$ cat config.mk
export PLATFORM = sky130hd
export DESIGN_NAME = evt_ring_writer
export DESIGN_NICKNAME = d
export VERILOG_FILES = /design/src/rtl/evq_pkg.sv /design/src/rtl/evq_rec_pack.sv /design/src/rtl/evq_ring_ptrs.sv /design/src/rtl/evq_word_sender.sv /design/src/rtl/evt_ring_writer.sv
export SDC_FILE = /design/constraint.sdc
export NUM_CORES = 1
export LEC_CHECK = 0
export ABC_AREA = 1
export BUFFER_PORTS_ARGS = -buffer_cell sky130_fd_sc_hd__buf_4
export CELL_PAD_IN_SITES_DETAIL_PLACEMENT = 1
export CELL_PAD_IN_SITES_GLOBAL_PLACEMENT = 2
export CORE_MARGIN = 5
export CORE_UTILIZATION = 31
export DETAILED_ROUTE_END_ITERATION = 10
export PLACE_DENSITY_LB_ADDON = 0.2
export SYNTH_ARGS = -nofsm -noshare
export SYNTH_HDL_FRONTEND = slang
export SYNTH_SLANG_ARGS = --single-unit
export TNS_END_PERCENT = 100
$ cat constraint.sdc
create_clock -name clk -period 9.04 [get_ports clk]
set_input_delay 0.452 -clock clk [delete_from_list [all_inputs] [get_ports clk]]
set_output_delay 0.452 -clock clk [all_outputs]
set_load 0.05 [all_outputs]
$ cat src/rtl/evq_pkg.sv
package evq_pkg;
  localparam int WORD_W    = 32;
  localparam int REC_WORDS = 8;
  localparam int REC_SHIFT = $clog2(REC_WORDS * WORD_W / 8);
  localparam logic [63:0] BASE_KEEP = 64'h000F_FFFF_FFFF_FFC0;

  typedef struct packed {
    logic [7:0]  code;
    logic [31:0] sid;
    logic [19:0] ssid;
    logic        ssv;
    logic [15:0] stag;
    logic        stall;
    logic        pnu;
    logic        ind;
    logic        rnw;
    logic        s2;
    logic [1:0]  cls;
    logic [63:0] addr;
    logic [63:0] addr2;
  } evq_event_t;

  typedef enum logic {SND_IDLE, SND_BUSY} snd_state_e;
endpackage

$ cat src/rtl/evq_rec_pack.sv
module evq_rec_pack
  import evq_pkg::*;
(
  input  evq_event_t                          ev,
  output logic [REC_WORDS-1:0][WORD_W-1:0]    words
);
  always_comb begin
    words    = '0;
    words[0] = {ev.ssid, ev.ssv, 3'b000, ev.code};
    words[1] = ev.sid;
    words[2] = {ev.stall, 15'd0, ev.stag};
    words[3] = {22'd0, ev.cls, ev.s2, 3'b000, ev.rnw, ev.ind, ev.pnu, 1'b0};
    words[4] = ev.addr[31:0];
    words[5] = ev.addr[63:32];
    words[6] = ev.addr2[31:0];
    words[7] = ev.addr2[63:32];
  end
endmodule

$ cat src/rtl/evq_ring_ptrs.sv
module evq_ring_ptrs #(
  parameter int IDX_W = 9,
  parameter int LG_W  = 4
) (
  input  logic             clk,
  input  logic             rst_n,
  input  logic [LG_W-1:0]  lg,
  input  logic             cons_wr,
  input  logic [IDX_W-1:0] cons_wdata,
  input  logic             commit,
  input  logic             drop,
  output logic             full,
  output logic [IDX_W-1:0] prod_idx,
  output logic [IDX_W-1:0] slot,
  output logic             ovf
);
  logic [IDX_W-1:0] wrap_bit, wrap_idx_mask, idx_mask;
  logic [IDX_W-1:0] prod_q, prod_d, cons_q, cons_d;
  logic             ovf_q, ovf_d;

  always_comb begin
    wrap_bit      = IDX_W'(1) << lg;
    wrap_idx_mask = (wrap_bit << 1) - IDX_W'(1);
    idx_mask      = wrap_bit - IDX_W'(1);
    full          = ((cons_q ^ prod_q) & wrap_idx_mask) == wrap_bit;
  end

  always_comb begin
    prod_d = prod_q;
    cons_d = cons_q;
    ovf_d  = ovf_q;
    if (commit)  prod_d = (prod_q + IDX_W'(1)) & wrap_idx_mask;
    if (drop)    ovf_d  = ~ovf_q;
    if (cons_wr) cons_d = cons_wdata & wrap_idx_mask;
  end

  always_ff @(posedge clk or negedge rst_n) begin
    if (!rst_n) begin
      prod_q <= '0;
      cons_q <= '0;
      ovf_q  <= 1'b0;
    end else begin
      if (commit)  prod_q <= prod_d;
      if (cons_wr) cons_q <= cons_d;
      if (drop)    ovf_q  <= ovf_d;
    end
  end

  assign prod_idx = prod_q;
  assign slot     = prod_q & idx_mask;
  assign ovf      = ovf_q;

  // a drop flips the flag and keeps the producer index
  assert_full_drop_R7: assert property (@(posedge clk) disable iff (!rst_n)
    drop |=> (ovf_q != $past(ovf_q)) && (prod_q == $past(prod_q)));
endmodule

$ cat src/rtl/evq_word_sender.sv
module evq_word_sender
  import evq_pkg::*;
(
  input  logic                             clk,
  input  logic                             rst_n,
  input  logic                             take,
  input  logic [REC_WORDS-1:0][WORD_W-1:0] words_in,
  input  logic [63:0]                      rec_base,
  output logic                             ev_ready,
  output logic                             mem_wvalid,
  output logic [63:0]                      mem_waddr,
  output logic [WORD_W-1:0]                mem_wdata,
  input  logic                             mem_wready,
  output logic                             commit
);
  localparam int CNT_W = $clog2(REC_WORDS);
  localparam logic [CNT_W-1:0] LAST = CNT_W'(REC_WORDS - 1);

  snd_state_e                       state_q, state_d;
  logic [CNT_W-1:0]                 cnt_q, cnt_d;
  logic [REC_WORDS-1:0][WORD_W-1:0] words_q;
  logic [63:0]                      base_q;

  always_comb begin
    state_d = state_q;
    cnt_d   = cnt_q;
    commit  = 1'b0;
    case (state_q)
      SND_IDLE: if (take) begin
        state_d = SND_BUSY;
        cnt_d   = '0;
      end
      SND_BUSY: if (mem_wready) begin
        if (cnt_q == LAST) begin
          state_d = SND_IDLE;
          cnt_d   = '0;
          commit  = 1'b1;
        end else begin
          cnt_d = cnt_q + CNT_W'(1);
        end
      end
      default: state_d = SND_IDLE;
    endcase
  end

  always_ff @(posedge clk or negedge rst_n) begin
    if (!rst_n) begin
      state_q <= SND_IDLE;
      cnt_q   <= '0;
    end else begin
      state_q <= state_d;
      cnt_q   <= cnt_d;
    end
  end

  always_ff @(posedge clk) begin
    if (take) begin
      words_q <= words_in;
      base_q  <= rec_base;
    end
  end

  assign ev_ready   = (state_q == SND_IDLE);
  assign mem_wvalid = (state_q == SND_BUSY);
  assign mem_waddr  = base_q + 64'({cnt_q, 2'b00});
  assign mem_wdata  = words_q[cnt_q];

  // a stalled word holds address and data
  assert_hold_R5: assert property (@(posedge clk) disable iff (!rst_n)
    mem_wvalid && !mem_wready |=> mem_wvalid && $stable(mem_waddr) && $stable(mem_wdata));
  // no new report while a record is in flight
  assert_busy_R11: assert property (@(posedge clk) disable iff (!rst_n)
    mem_wvalid |-> !ev_ready);
endmodule

$ cat src/rtl/evt_ring_writer.sv
module evt_ring_writer
  import evq_pkg::*;
#(
  parameter int MAX_LOG2 = 8,
  parameter int LG_W     = $clog2(MAX_LOG2 + 1),
  parameter int IDX_W    = MAX_LOG2 + 1
) (
  input  logic              clk,
  input  logic              rst_n,
  input  logic              queue_en,
  input  logic              irq_en,
  input  logic [63:0]       cfg_base,
  input  logic [LG_W-1:0]   cfg_log2size,
  input  logic              cons_wr,
  input  logic [IDX_W-1:0]  cons_wdata,
  input  logic              ev_valid,
  output logic              ev_ready,
  input  logic [7:0]        ev_code,
  input  logic [31:0]       ev_sid,
  input  logic [19:0]       ev_ssid,
  input  logic              ev_ssv,
  input  logic [15:0]       ev_stag,
  input  logic              ev_stall,
  input  logic              ev_pnu,
  input  logic              ev_ind,
  input  logic              ev_rnw,
  input  logic              ev_s2,
  input  logic [1:0]        ev_class,
  input  logic [63:0]       ev_addr,
  input  logic [63:0]       ev_addr2,
  output logic              mem_wvalid,
  output logic [63:0]       mem_waddr,
  output logic [31:0]       mem_wdata,
  input  logic              mem_wready,
  output logic [31:0]       prod_reg,
  output logic              irq
);
  evq_event_t                       ev;
  logic [REC_WORDS-1:0][WORD_W-1:0] words;
  logic [LG_W-1:0]                  lg;
  logic [IDX_W-1:0]                 prod_idx, slot;
  logic [63:0]                      base_m, rec_base;
  logic full, ovf, accept, take, drop, commit, irq_q;

  assign lg = (cfg_log2size > LG_W'(MAX_LOG2)) ? LG_W'(MAX_LOG2) : cfg_log2size;

  assign ev = '{code: ev_code, sid: ev_sid, ssid: ev_ssid, ssv: ev_ssv,
                stag: ev_stag, stall: ev_stall, pnu: ev_pnu, ind: ev_ind,
                rnw: ev_rnw, s2: ev_s2, cls: ev_class, addr: ev_addr,
                addr2: ev_addr2};

  assign accept   = ev_valid && ev_ready;
  assign take     = accept && queue_en && !full;
  assign drop     = accept && queue_en && full;
  assign base_m   = cfg_base & BASE_KEEP;
  assign rec_base = base_m + (64'(slot) << REC_SHIFT);

  evq_rec_pack u_pack (.ev(ev), .words(words));

  evq_ring_ptrs #(.IDX_W(IDX_W), .LG_W(LG_W)) u_ptrs (
    .clk(clk), .rst_n(rst_n), .lg(lg), .cons_wr(cons_wr),
    .cons_wdata(cons_wdata), .commit(commit), .drop(drop), .full(full),
    .prod_idx(prod_idx), .slot(slot), .ovf(ovf));

  evq_word_sender u_send (
    .clk(clk), .rst_n(rst_n), .take(take), .words_in(words),
    .rec_base(rec_base), .ev_ready(ev_ready), .mem_wvalid(mem_wvalid),
    .mem_waddr(mem_waddr), .mem_wdata(mem_wdata), .mem_wready(mem_wready),
    .commit(commit));

  always_ff @(posedge clk or negedge rst_n) begin
    if (!rst_n) irq_q <= 1'b0;
    else        irq_q <= commit && irq_en;
  end

  assign irq      = irq_q;
  assign prod_reg = {ovf, {(31 - IDX_W){1'b0}}, prod_idx};

  // an interrupt only follows a producer advance
  assert_irq_commit_R9: assert property (@(posedge clk) disable iff (!rst_n)
    irq |-> (prod_idx != $past(prod_idx)));
  // the producer index moves only on a completed record
  assert_prod_commit_R6: assert property (@(posedge clk) disable iff (!rst_n)
    (prod_idx != $past(prod_idx)) |-> $past(commit));
  // writes stay inside the ring window
  assert_addr_window_R5: assert property (@(posedge clk) disable iff (!rst_n)
    mem_wvalid && $stable(cfg_base) |->
      ((mem_waddr - base_m) >> REC_SHIFT) < (64'd1 << lg));
endmodule

==> flow_metrics.py, run 1 <==
metrics = {
    "run_status": {
        "status": "finished, final reports clean",
    },
    "cells_and_area": {
        "fin_nets": 1844,
        "drive_gt1_share_pct": 30.15,
        "final_cells": 2098,
        "syn2layout_area_growth_pct": 34.97,
        "num-fill-cells": 4553,
    },
    "drt": {
        "drt-total-wl_mm": 44.63,
        "routedWlPerCell_um": 21.27,
        "dr.pass1.iters": 5,
        "drc": 0,
        "drt_iter0_markers": 526,
        "dr_total_vias": 10120,
        "ant_nets": 0,
        "viasPerCell": 4.823,
    },
    "pwr": {
        "swShare_pct": 39.93,
        "p_per_area_mw_per_mm2": 295.9,
        "power_frac_clock_pct": 29.8,
        "p_int_uw": 3094,
        "peakVddDrop_mv": 0.1281,
        "p_sw_uw": 2056,
        "power.leakage_uw": 0.006979,
        "seq_power_share_pct": 32.8,
        "power_frac_comb_pct": 37.4,
    },
    "placement": {
        "port_buffers": 373,
        "dp.cells": 2028,
        "dpl.hpwl_mm": 32.24,
        "place.gp.congestion": 0.8175,
    },
    "global_routing": {
        "grt_max_degree": 117,
        "grt-ovfl-total": 0,
        "track_usage_pct": 18.82,
        "grt_pass1_vias": 10940,
        "grt_pass1_wl_mm": 66.68,
        "grt_antenna_before_repair": 12,
    },
    "sta": {
        "fin_setup_tns_ns": 0,
        "fmax_mhz": 261.4,
        "fin_skew_ns": 0.01324,
        "rsz0062_at_grt": "no",
        "holdWs_ns": 0.08898,
        "min_period_ns": 3.825,
        "drv_slew": 0,
        "hold_viol": 0,
        "setup_violations": 0,
        "period_share_pct": 42.31,
        "tightest_slew_ns": 1.066,
        "relSlewSlack_pct": 28.86,
    },
    "clock_tree": {
        "cts_sinks": 284,
        "clk_pin_slew_ns": 0.06,
        "cts_setup_buffers": 0,
        "cts_root_buf": "clkbuf_16",
        "numCtsBuffers": 36,
        "cts_tree": "yes",
        "cts_resized": 0,
        "clk_latency_ns": 0.54,
        "clock_path_buffers": 3,
        "cts_max_level": 2,
    },
    "floorplan": {
        "fp-row-count": 74,
        "core_area_sq_mm": 0.04102,
        "die-height_um": 214.0,
        "dieArea_sq_mm": 0.04578,
        "ios": 427,
        "initial_core_util_pct": 31.44,
        "die_w_um": 214.0,
    },
    "synth": {
        "synthArstFlopShare_pct": 8.451,
        "synth-edff-count": 260,
        "synth.cell_area_sq_mm": 0.01290,
        "seq_area_frac_synth_pct": 65.20,
        "synth-seq-cells": 284,
        "avgSynthCellArea_sq_um": 11.15,
        "syn_inst": 1157,
        "ys_warn_count": 0,
        "synth_cell_types": 48,
        "synth-main-ff-cell": "edfxtp_1",
    },
    "min_path": {
        "min_from": "ev_stag[11]",
        "hold_path_class": "in2reg",
    },
    "worst_setup_path": {
        "cp_cell_sequence": "buf_4 -> inv_2 -> buf_4 -> nor2_1 -> nand3_1 -> o311ai_0 -> buf_4",
        "cpPeakStageDelay_ns": 0.85,
        "cp-end-kind": "primary output",
        "critPathArrivalTime_ns": 3.37,
        "slowest_stage": "nor2_1",
        "crit_top_cell": "buf_4",
        "crit_fanout": 52,
        "worstSetupStartpointType": "flip-flop",
        "worstSetupPathType": "reg2out",
        "r2r_start": "u_ptrs.prod_idx[4]$_DFFE_PN0P_",
        "crit_start": "u_send.cnt_q[1]$_DFFE_PN0P_",
        "cp.required_ns": 8.59,
    },
    "flow_run": {
        "drv_cap": 0,
    },
}
power groups by stage:
stage	combinational (uW)	clock (uW)	sequential, uW
5_1_grt	2090	1630	1710
4_1_cts	1960	1580	1690
3_5_place_dp	1960	0	1720
6_report	1930	1540	1690
3_3_place_gp	1940	0	1720
2_1_floorplan	1170	0	1820
final timing paths:
check,cells after the start,slack (ns),end
min reg2reg,2,0.51,u_ptrs.ovf$_DFFE_PN0P_
min in group asynchronous,2,0.36,u_ptrs.cons_q[6]$_DFFE_PN0P_
min,1,0.09,u_send.words_q[75]$_DFFE_PP_
max,7,5.21,mem_wdata[0]
max reg2reg,13,5.59,u_send.words_q[131]$_DFFE_PP_
max in group asynchronous,2,8.37,u_send.cnt_q[0]$_DFFE_PN0P_
layout make-up:
cell class	count	area, sq um	area share (%)
Inverter	91	352.8	2.027
Tap cell	532	665.6	3.824
Multi-Input combinational cell	741	3845	22.09
Clock inverter	25	339.1	1.948
Clock buffer	40	915.9	5.262
Sequential cell	284	8414	48.34
Timing Repair Buffer	381	2863	16.45
Antenna cell	4	10.01	0.05751
per-stage QoR:
stage / utilization, % / total power, uW / instance area [sq um] / setup WS [ns]
after floorplan: - / 2994 / 13030 / 1.696
after global placement: 39.33 / 3653 / 16130 / 4.794
after detailed placement: 39.33 / 3675 / 16130 / 4.744
after CTS: 42.41 / 5241 / 17400 / 5.031
after global routing: 42.42 / 5424 / 17400 / 4.948
final: 42.43 / 5150 / 17410 / 5.215
state kept, by name (all words and copies together), names as in the netlist:
register and flops:
u_send.cnt_q 3, u_send.words_q 212, u_ptrs.cons_q 9, u_ptrs.ovf 1, u_send.base_q 48, u_ptrs.prod_idx 9, irq 1, u_send.mem_wvalid 1
cells by family after synthesis:
group	synth area share [%]
AND/OR/NAND/NOR	15.10
flip-flops	65.20
AO/OA/AOI/OAI	8.848
buffers and inverters	6.025
XOR/XNOR	3.396
adder cells (fa/ha/maj)	1.319
other	0.02908
multiplexers	0.08731
critical path, delay by kind of cell (launching register included):
kind	cells	cell delay (ns)
compound gates	1	0.20
buf+inv	4	1.15
flops	1	0.41
simple gates	2	1.06
routing by layer:
metal / global-route usage, % / wire length [um]
met5: 0 / 127
met4: 5.175 / 989
met3: 6.452 / 3288
met2: 32.19 / 21790
met1: 22.78 / 18430
synthesized netlist by cell type, types with 4 or more instances:
master      n  area share, %
a21oi_1    19           0.74
inv_1      84            2.4
nand3_1    51            2.0
nand2_2    10           0.49
nand2_1   148            4.3
xnor2_1    17            1.2
xor2_1     33            2.2
clkbuf_1   31           0.90
nor2_1    156            4.5
nand4_1    21            1.0
o21ai_0   117            4.5
nor3_1     23           0.89
nor2_2      6           0.29
buf_4      36            2.1
buf_2       4           0.16
nor4_1      9           0.44
edfxtp_1  260             61
dfrtp_1    24            4.7
ha_1       12            1.2
buf_1       4           0.12
o211ai_1    6           0.35
a32o_1      4           0.31
o311ai_0    5           0.34
o22ai_1    34            1.6
repair_timing:
item / 4_1_cts / 5_1_grt
hold endpoints to repair: 24 / 0
hold buffers: 1 / 0
setup endpoints to repair: 0 / 0
placed cells by master, fill, tap and decap left out, types with 21 or more instances in the layout:
| cell type | n |
|---|---|
| buf_4 | 380 |
| edfxtp_1 | 260 |
| nor2_1 | 155 |
| nand2_1 | 148 |
| o21ai_0 | 117 |
| inv_1 | 82 |
| nand3_1 | 51 |
| conb_1 | 36 |
| clkbuf_16 | 36 |
| o22ai_1 | 34 |
| xor2_1 | 33 |
| nor3_1 | 23 |
| nand4_1 | 21 |
| dfrtp_1 | 21 |
No activity file was read; power rests on OpenSTA's default activity.
==> run 2: changes to the inputs <==
--- a/config.mk
+++ b/config.mk
@@ -10,7 +10,7 @@
 export CELL_PAD_IN_SITES_DETAIL_PLACEMENT = 1
 export CELL_PAD_IN_SITES_GLOBAL_PLACEMENT = 2
 export CORE_MARGIN = 5
-export CORE_UTILIZATION = 31
+export CORE_UTILIZATION = 28
 export DETAILED_ROUTE_END_ITERATION = 10
 export PLACE_DENSITY_LB_ADDON = 0.2
 export SYNTH_ARGS = -nofsm -noshare
==> constraint.sdc (replaced) <==
create_clock -name clk -period 3.1 [get_ports clk]
set_input_delay 0.155 -clock clk [delete_from_list [all_inputs] [get_ports clk]]
set_output_delay 0.155 -clock clk [all_outputs]
set_load 0.05 [all_outputs]
==> run 2 against run 1 <==
Compared with the run above:
- non-clock buffer count up 322
- critical endpoint is now u_send.base_q[36]$_DFFE_PP_
- register-to-register slack got worse by 5.0 ns
- first-iteration DRC count decreased by 1.1%
- via count rose by 13%
- cell count grew 19%
- critical path depth rose by 15
- global-route usage rose by 0.40 points
- critical path type is now in2reg
- die area increased by 10%
- sequential power rose to 2.9 times the previous value
- largest cell class unchanged
- wire length grew 13%
- count of clock-buffer cells in the layout rose by 5
==> flow_metrics.py, run 2 (synthesis gave the netlist of run 1 again) <==
metrics = {
    "run_status": {
        "status": "finished, final reports clean",
    },
    "global_routing": {
        "grt_max_degree": 101,
        "grt_pass1_vias": 12550,
        "track_usage_pct": 19.22,
        "grt-ovfl-total": 0,
        "grt_antenna_before_repair": 4,
        "grt_pass1_wl_mm": 75.07,
    },
    "cells_and_area": {
        "drive_gt1_share_pct": 28.78,
        "syn2layout_area_growth_pct": 60.07,
        "multi_input_area_sq_mm": 0.003946,
        "layout_commonest_cell": "buf_4",
        "fin_nets": 2165,
        "top_register": "u_send.words_q",
        "largest_registers": "u_send.words_q (212), u_send.base_q (48)",
        "num-fill-cells": 5022,
        "final_cell_mix": "420 x buf_4, 271 x dlygate4sd3_1, 260 x edfxtp_1",
        "seq_area_sq_mm": 0.008423,
        "largest_reg_flops": 212,
        "final_cells": 2487,
    },
    "clock_tree": {
        "cts_tree": "yes",
        "cts_root_buf": "clkbuf_16",
        "cts_max_level": 2,
        "clk_pin_slew_ns": 0.06,
        "cts_sinks": 284,
        "numCtsBuffers": 35,
        "clk_latency_ns": 0.54,
        "clock_path_buffers": 3,
    },
    "sta": {
        "fmax_mhz": 339.6,
        "setup_violations": 0,
        "hold_viol": 0,
        "drv_slew": 0,
        "fin_ws_ns": 0.1551,
        "tightest_slew_ns": 0.7750,
        "min_period_ns": 2.945,
        "fin_skew_ns": 0.01525,
        "period_share_pct": 95.00,
        "relSlewSlack_pct": 48.26,
    },
    "drt": {
        "viasPerCell": 4.592,
        "dr.pass1.iters": 4,
        "dr_total_vias": 11420,
        "routedWlPerCell_um": 20.20,
        "drt_iter0_markers": 520,
        "ant_nets": 0,
        "drt-total-wl_mm": 50.24,
        "drc": 0,
    },
    "flow_run": {
        "drv_cap": 0,
    },
    "worst_setup_path": {
        "cp.required_ns": 3.39,
        "worstSetupPathType": "in2reg",
        "crit_fanout": 5,
        "cp-end-kind": "flip-flop",
        "critPathArrivalTime_ns": 3.23,
        "worstSetupStartpointType": "input pin",
    },
    "floorplan": {
        "dieArea_sq_mm": 0.05045,
        "ios": 427,
        "initial_core_util_pct": 28.36,
        "die_w_um": 224.6,
        "die-height_um": 224.6,
        "core_area_sq_mm": 0.04548,
        "fp-row-count": 78,
    },
    "pwr": {
        "power_frac_comb_pct": 42.5,
        "p_per_area_mw_per_mm2": 734.1,
        "peakVddDrop_mv": 0.6397,
        "power.leakage_uw": 0.008323,
        "power_frac_clock_pct": 25.4,
        "p_sw_uw": 6242,
        "total_power_uw": 15150,
        "seq_power_share_pct": 32.0,
        "swShare_pct": 41.19,
        "p_int_uw": 8911,
    },
    "placement": {
        "dp_worst_setup_slack_ns": 0.01102,
        "dp.cells": 2141,
        "dpl.hpwl_mm": 34.42,
        "place.gp.congestion": 0.8364,
        "port_buffers": 373,
    },
    "min_path": {
        "hold_path_class": "in2reg",
    },
}
-- run 2: cell count changes in the layout (fill, tap and decap cells not counted), sizes merged --
| cell | before | now |
|---|---|---|
| clkbuf | 40 | 45 |
| bufinv | 8 | 1 |
| buf | 380 | 432 |
| clkinv | 17 | 19 |
| inv | 90 | 88 |
| clkinvlp | 1 | 2 |
| dlygate4sd3 | 1 | 271 |
-- run 2: what timing repair did --
item                       in CTS  in global routing
resized for setup               0                 17
setup buffers                   0                  7
setup endpoints to repair       0                 23
hold endpoints to repair      285                  0
hold buffers                  271                  0
-- run 2: final timing paths --
path / from / end / depth (start not counted) / slack (ns)
worst min-delay path: ev_valid / u_ptrs.ovf$_DFFE_PN0P_ / 5 / 0.04
min in group asynchronous: rst_n / u_ptrs.cons_q[8]$_DFFE_PN0P_ / 2 / 0.08
max in group asynchronous: rst_n / u_send.cnt_q[0]$_DFFE_PN0P_ / 2 / 2.71
worst max-delay path: cfg_log2size[3] / u_send.base_q[36]$_DFFE_PP_ / 22 / 0.16
worst min register to register: u_ptrs.ovf$_DFFE_PN0P_ / u_ptrs.ovf$_DFFE_PN0P_ / 2 / 0.50
worst max register to register: u_ptrs.prod_idx[1]$_DFFE_PN0P_ / u_send.base_q[36]$_DFFE_PP_ / 15 / 0.55
-- run 2: power groups by stage --
stage	clock network [uW]	logic [uW]	registers (uW)
after global placement	0	6100	4920
after global routing	4190	6920	4890
after CTS	3990	6470	4850
after detailed placement	0	6140	4930
final	3850	6450	4850
after floorplan	0	3440	5300
-- run 2: final cells by class --
| cell class | count | area share [%] |
|---|---|---|
| antenna | 4 | 0.04849 |
| inverter | 91 | 1.703 |
| sequential | 284 | 40.80 |
| clock buffer | 45 | 4.528 |
| clock inverter | 19 | 0.6243 |
| multi-input combinational | 741 | 19.12 |
| timing repair buffer | 703 | 29.54 |
| tap | 600 | 3.637 |
-- run 2: critical path, cell delays in order --
cell and delay (ns):
dlygate4sd3_1 0.55, buf_6 0.15, nor2_4 0.14, nand3_4 0.10
ha_4 0.16, buf_4 0.14, nand3_1 0.10, nand2_2 0.06
nand2_2 0.08, nor2_1 0.06, ha_1 0.37, nand2_2 0.08
nor2_2 0.11, o21ai_2 0.06, nand3_2 0.09, nand2_2 0.09
nor2_4 0.15, nand2_4 0.10, nor2_4 0.16, buf_4 0.12
nand2_1 0.05, xnor2_1 0.12
-- run 2: metal layers --
metal  up-vias  global-route usage (%)  part of all wire [%]
li1       5423                       -                     -
met3        64                   4.372                   5.8
met5         -                       0                     0
met4         0                   4.518                   1.9
met2       315                   33.71                    50
met1      5619                   24.22                    42
-- run 2: through the flow --
step	utilization, %	TNS (ns)	cell area (sq um)	hold slack, ns
floorplan	-	-657.79	13080	-0.1406
global route	45.38	-0.01200	20640	0.04689
detailed placement	36.82	0	16740	0.09988
global placement	36.82	0	16740	0.1018
CTS	45.12	0	20520	0.01845
finish	45.39	0	20640	0.04385
==> run 3: changes to the inputs <==
--- a/config.mk
+++ b/config.mk
@@ -13,6 +13,7 @@
 export CORE_UTILIZATION = 28
 export DETAILED_ROUTE_END_ITERATION = 10
 export PLACE_DENSITY_LB_ADDON = 0.2
+export REMOVE_ABC_BUFFERS = 1
 export SYNTH_ARGS = -nofsm -noshare
 export SYNTH_HDL_FRONTEND = slang
 export SYNTH_SLANG_ARGS = --single-unit
==> run 3 against run 2 <==
Compared with the run above:
- non-clock buffer count down 11
- sequential power barely moved
- count of clock-buffer cells in the layout fell by 4
- cell count decreased by 0.44%
- highest routed layer is now met5
==> flow_metrics.py, run 3 (synthesis gave the netlist of run 1 again) <==
metrics = {
    "run_status": {
        "status": "finished, final reports clean",
    },
    "drt": {
        "drc": 0,
        "drt-total-wl_mm": 49.53,
        "drt_iter0_markers": 491,
        "dr_total_vias": 11390,
        "dr.pass1.iters": 5,
        "routedWlPerCell_um": 20.00,
        "viasPerCell": 4.599,
        "ant_nets": 0,
    },
    "worst_setup_path": {
        "cp.required_ns": 2.94,
        "r2r_cells": 13,
        "slowest_stage": "dfrtp_4",
        "worstSetupStartpointType": "flip-flop",
        "cp-end-kind": "primary output",
        "r2r_start": "u_ptrs.prod_idx[2]$_DFFE_PN0P_",
        "crit_top_cell": "buf_4",
        "crit_fanout": 86,
        "worstSetupPathType": "reg2out",
        "worst_path_dominant_cell_family": "buffers and inverters",
        "cp_num_buf_inv": 3,
        "rrSetupSlack_ns": 0.47,
        "cp_cell_sequence": "buf_12 -> nor2_1 -> buf_4 -> nand3_1 -> o311ai_0 -> buf_4",
        "cpPeakStageDelay_ns": 0.58,
        "critPathArrivalTime_ns": 2.63,
        "r2r_end": "u_send.base_q[44]$_DFFE_PP_",
    },
    "cells_and_area": {
        "drive_gt1_share_pct": 27.24,
        "fin_nets": 2155,
        "num-fill-cells": 5007,
        "largest_registers": "u_send.words_q (212), u_send.base_q (48)",
        "fin_util_pct": 45.04,
        "largest_reg_flops": 212,
        "final_cell_mix": "412 x buf_4, 271 x dlygate4sd3_1, 260 x edfxtp_1",
        "syn2layout_area_growth_pct": 58.82,
        "layout_commonest_cell": "buf_4",
        "top_register": "u_send.words_q",
    },
    "sta": {
        "period_share_pct": 89.76,
        "relSlewSlack_pct": 65.97,
        "min_period_ns": 2.783,
        "fin_setup_tns_ns": 0,
        "hold_viol": 0,
        "fmax_mhz": 359.4,
        "fin_skew_ns": 0.01845,
        "tightest_slew_ns": 0.5086,
        "setup_violations": 0,
        "rsz0062_at_grt": "no",
        "fin_ws_ns": 0.3173,
        "drv_slew": 0,
    },
    "pwr": {
        "power_frac_clock_pct": 26.6,
        "power.leakage_uw": 0.008276,
        "power_frac_comb_pct": 41.5,
        "p_sw_uw": 6172,
        "peakVddDrop_mv": 0.5570,
        "p_per_area_mw_per_mm2": 741.6,
        "swShare_pct": 40.63,
        "p_int_uw": 9018,
        "seq_power_share_pct": 31.9,
    },
    "clock_tree": {
        "cts_root_buf": "clkbuf_16",
        "clock_path_buffers": 3,
        "clk_pin_slew_ns": 0.06,
        "numCtsBuffers": 36,
        "cts_max_level": 2,
        "clk_latency_ns": 0.54,
        "cts_sinks": 284,
        "cts_tree": "yes",
        "cts_setup_buffers": 0,
    },
    "flow_run": {
        "drv_cap": 0,
    },
    "min_path": {
        "whs_endpoint": "u_send.base_q[47]$_DFFE_PP_",
        "hold_path_class": "in2reg",
        "min_from": "cfg_base[47]",
        "hold_depth": 3,
    },
    "floorplan": {
        "dieArea_sq_mm": 0.05045,
        "die_w_um": 224.6,
        "core_area_sq_mm": 0.04548,
        "ios": 427,
        "initial_core_util_pct": 28.36,
        "die-height_um": 224.6,
        "fp-row-count": 78,
    },
    "placement": {
        "port_buffers": 373,
        "dp_worst_setup_slack_ns": -0.06736,
        "dpl.hpwl_mm": 33.56,
        "place.gp.congestion": 0.8096,
    },
    "global_routing": {
        "grt_pass1_vias": 12680,
        "grt_antenna_before_repair": 6,
        "grt_max_degree": 87,
        "grt_pass1_wl_mm": 74.68,
        "track_usage_pct": 19.07,
        "grt-ovfl-total": 0,
    },
}
run 3: power groups by stage:
| stage | combinational, uW | sequential, uW | clock, uW |
|---|---|---|---|
| finish | 6300 | 4850 | 4050 |
| global placement | 6000 | 4920 | 0 |
| CTS | 6350 | 4850 | 4200 |
| floorplan | 3080 | 5490 | 0 |
| detailed placement | 6030 | 4920 | 0 |
| global route | 6770 | 4890 | 4390 |
run 3: tightest hold or removal path: cells and delay by family:
family	cells	cell delay [ns]
XOR/XNOR	1	0.14
buffers and inverters	2	0.14
run 3: area by class of cell:
cell class,count,area [sq um],share of cell area [%]
flip-flops and latches,284,8414,41.08
well taps,600,750.7,3.665
repair buffers,692,5986,29.22
clock inverters,23,202.7,0.9896
multi-input cells,741,3845,18.77
inverters,91,354.1,1.729
diodes,4,10.01,0.04887
clock buffers,41,919.6,4.490
run 3: worst max-delay path by stage:
stage,startpoint,slack [ns],to,cells after the start
after CTS,u_send.cnt_q[0]$_DFFE_PN0P_,0.16,mem_wdata[31],7
after global placement,cfg_log2size[0],0.004,u_send.base_q[44]$_DFFE_PP_,21
after floorplan,u_ptrs.prod_idx[4]$_DFFE_PN0P_,-3.99,u_send.base_q[10]$_DFFE_PP_,12
after detailed placement,cfg_log2size[0],-0.07,u_send.base_q[44]$_DFFE_PP_,21
final,u_send.cnt_q[0]$_DFFE_PN0P_,0.32,mem_wdata[31],6
after global routing,u_send.cnt_q[0]$_DFFE_PN0P_,0.15,mem_wdata[31],6
run 3: timing repair:
action,CTS,global route
setup endpoints to repair,0,1
hold buffers,271,0
hold endpoints to repair,283,0
resized for setup,0,1
run 3: per-layer routing:
layer	share of wire, %	vias up	global-route usage (%)	wire length [um]
met1	43	5593	24.21	21090
met4	2.0	4	5.186	1000
met3	5.6	62	3.902	2763
li1	-	5398	-	-
met5	0.028	-	0	14
met2	50	331	33.22	24660
run 3: per-stage QoR:
step	std cells	power (uW)	area, sq um	hold WS (ns)
after global placement	2137	10910	16640	0.1041
final	2476	15190	20480	0.03867
after floorplan	1116	8575	12590	-0.1406
after CTS	2472	15400	20470	0.003744
after detailed placement	2137	10950	16640	0.1062
after global routing	2476	16040	20480	0.01712
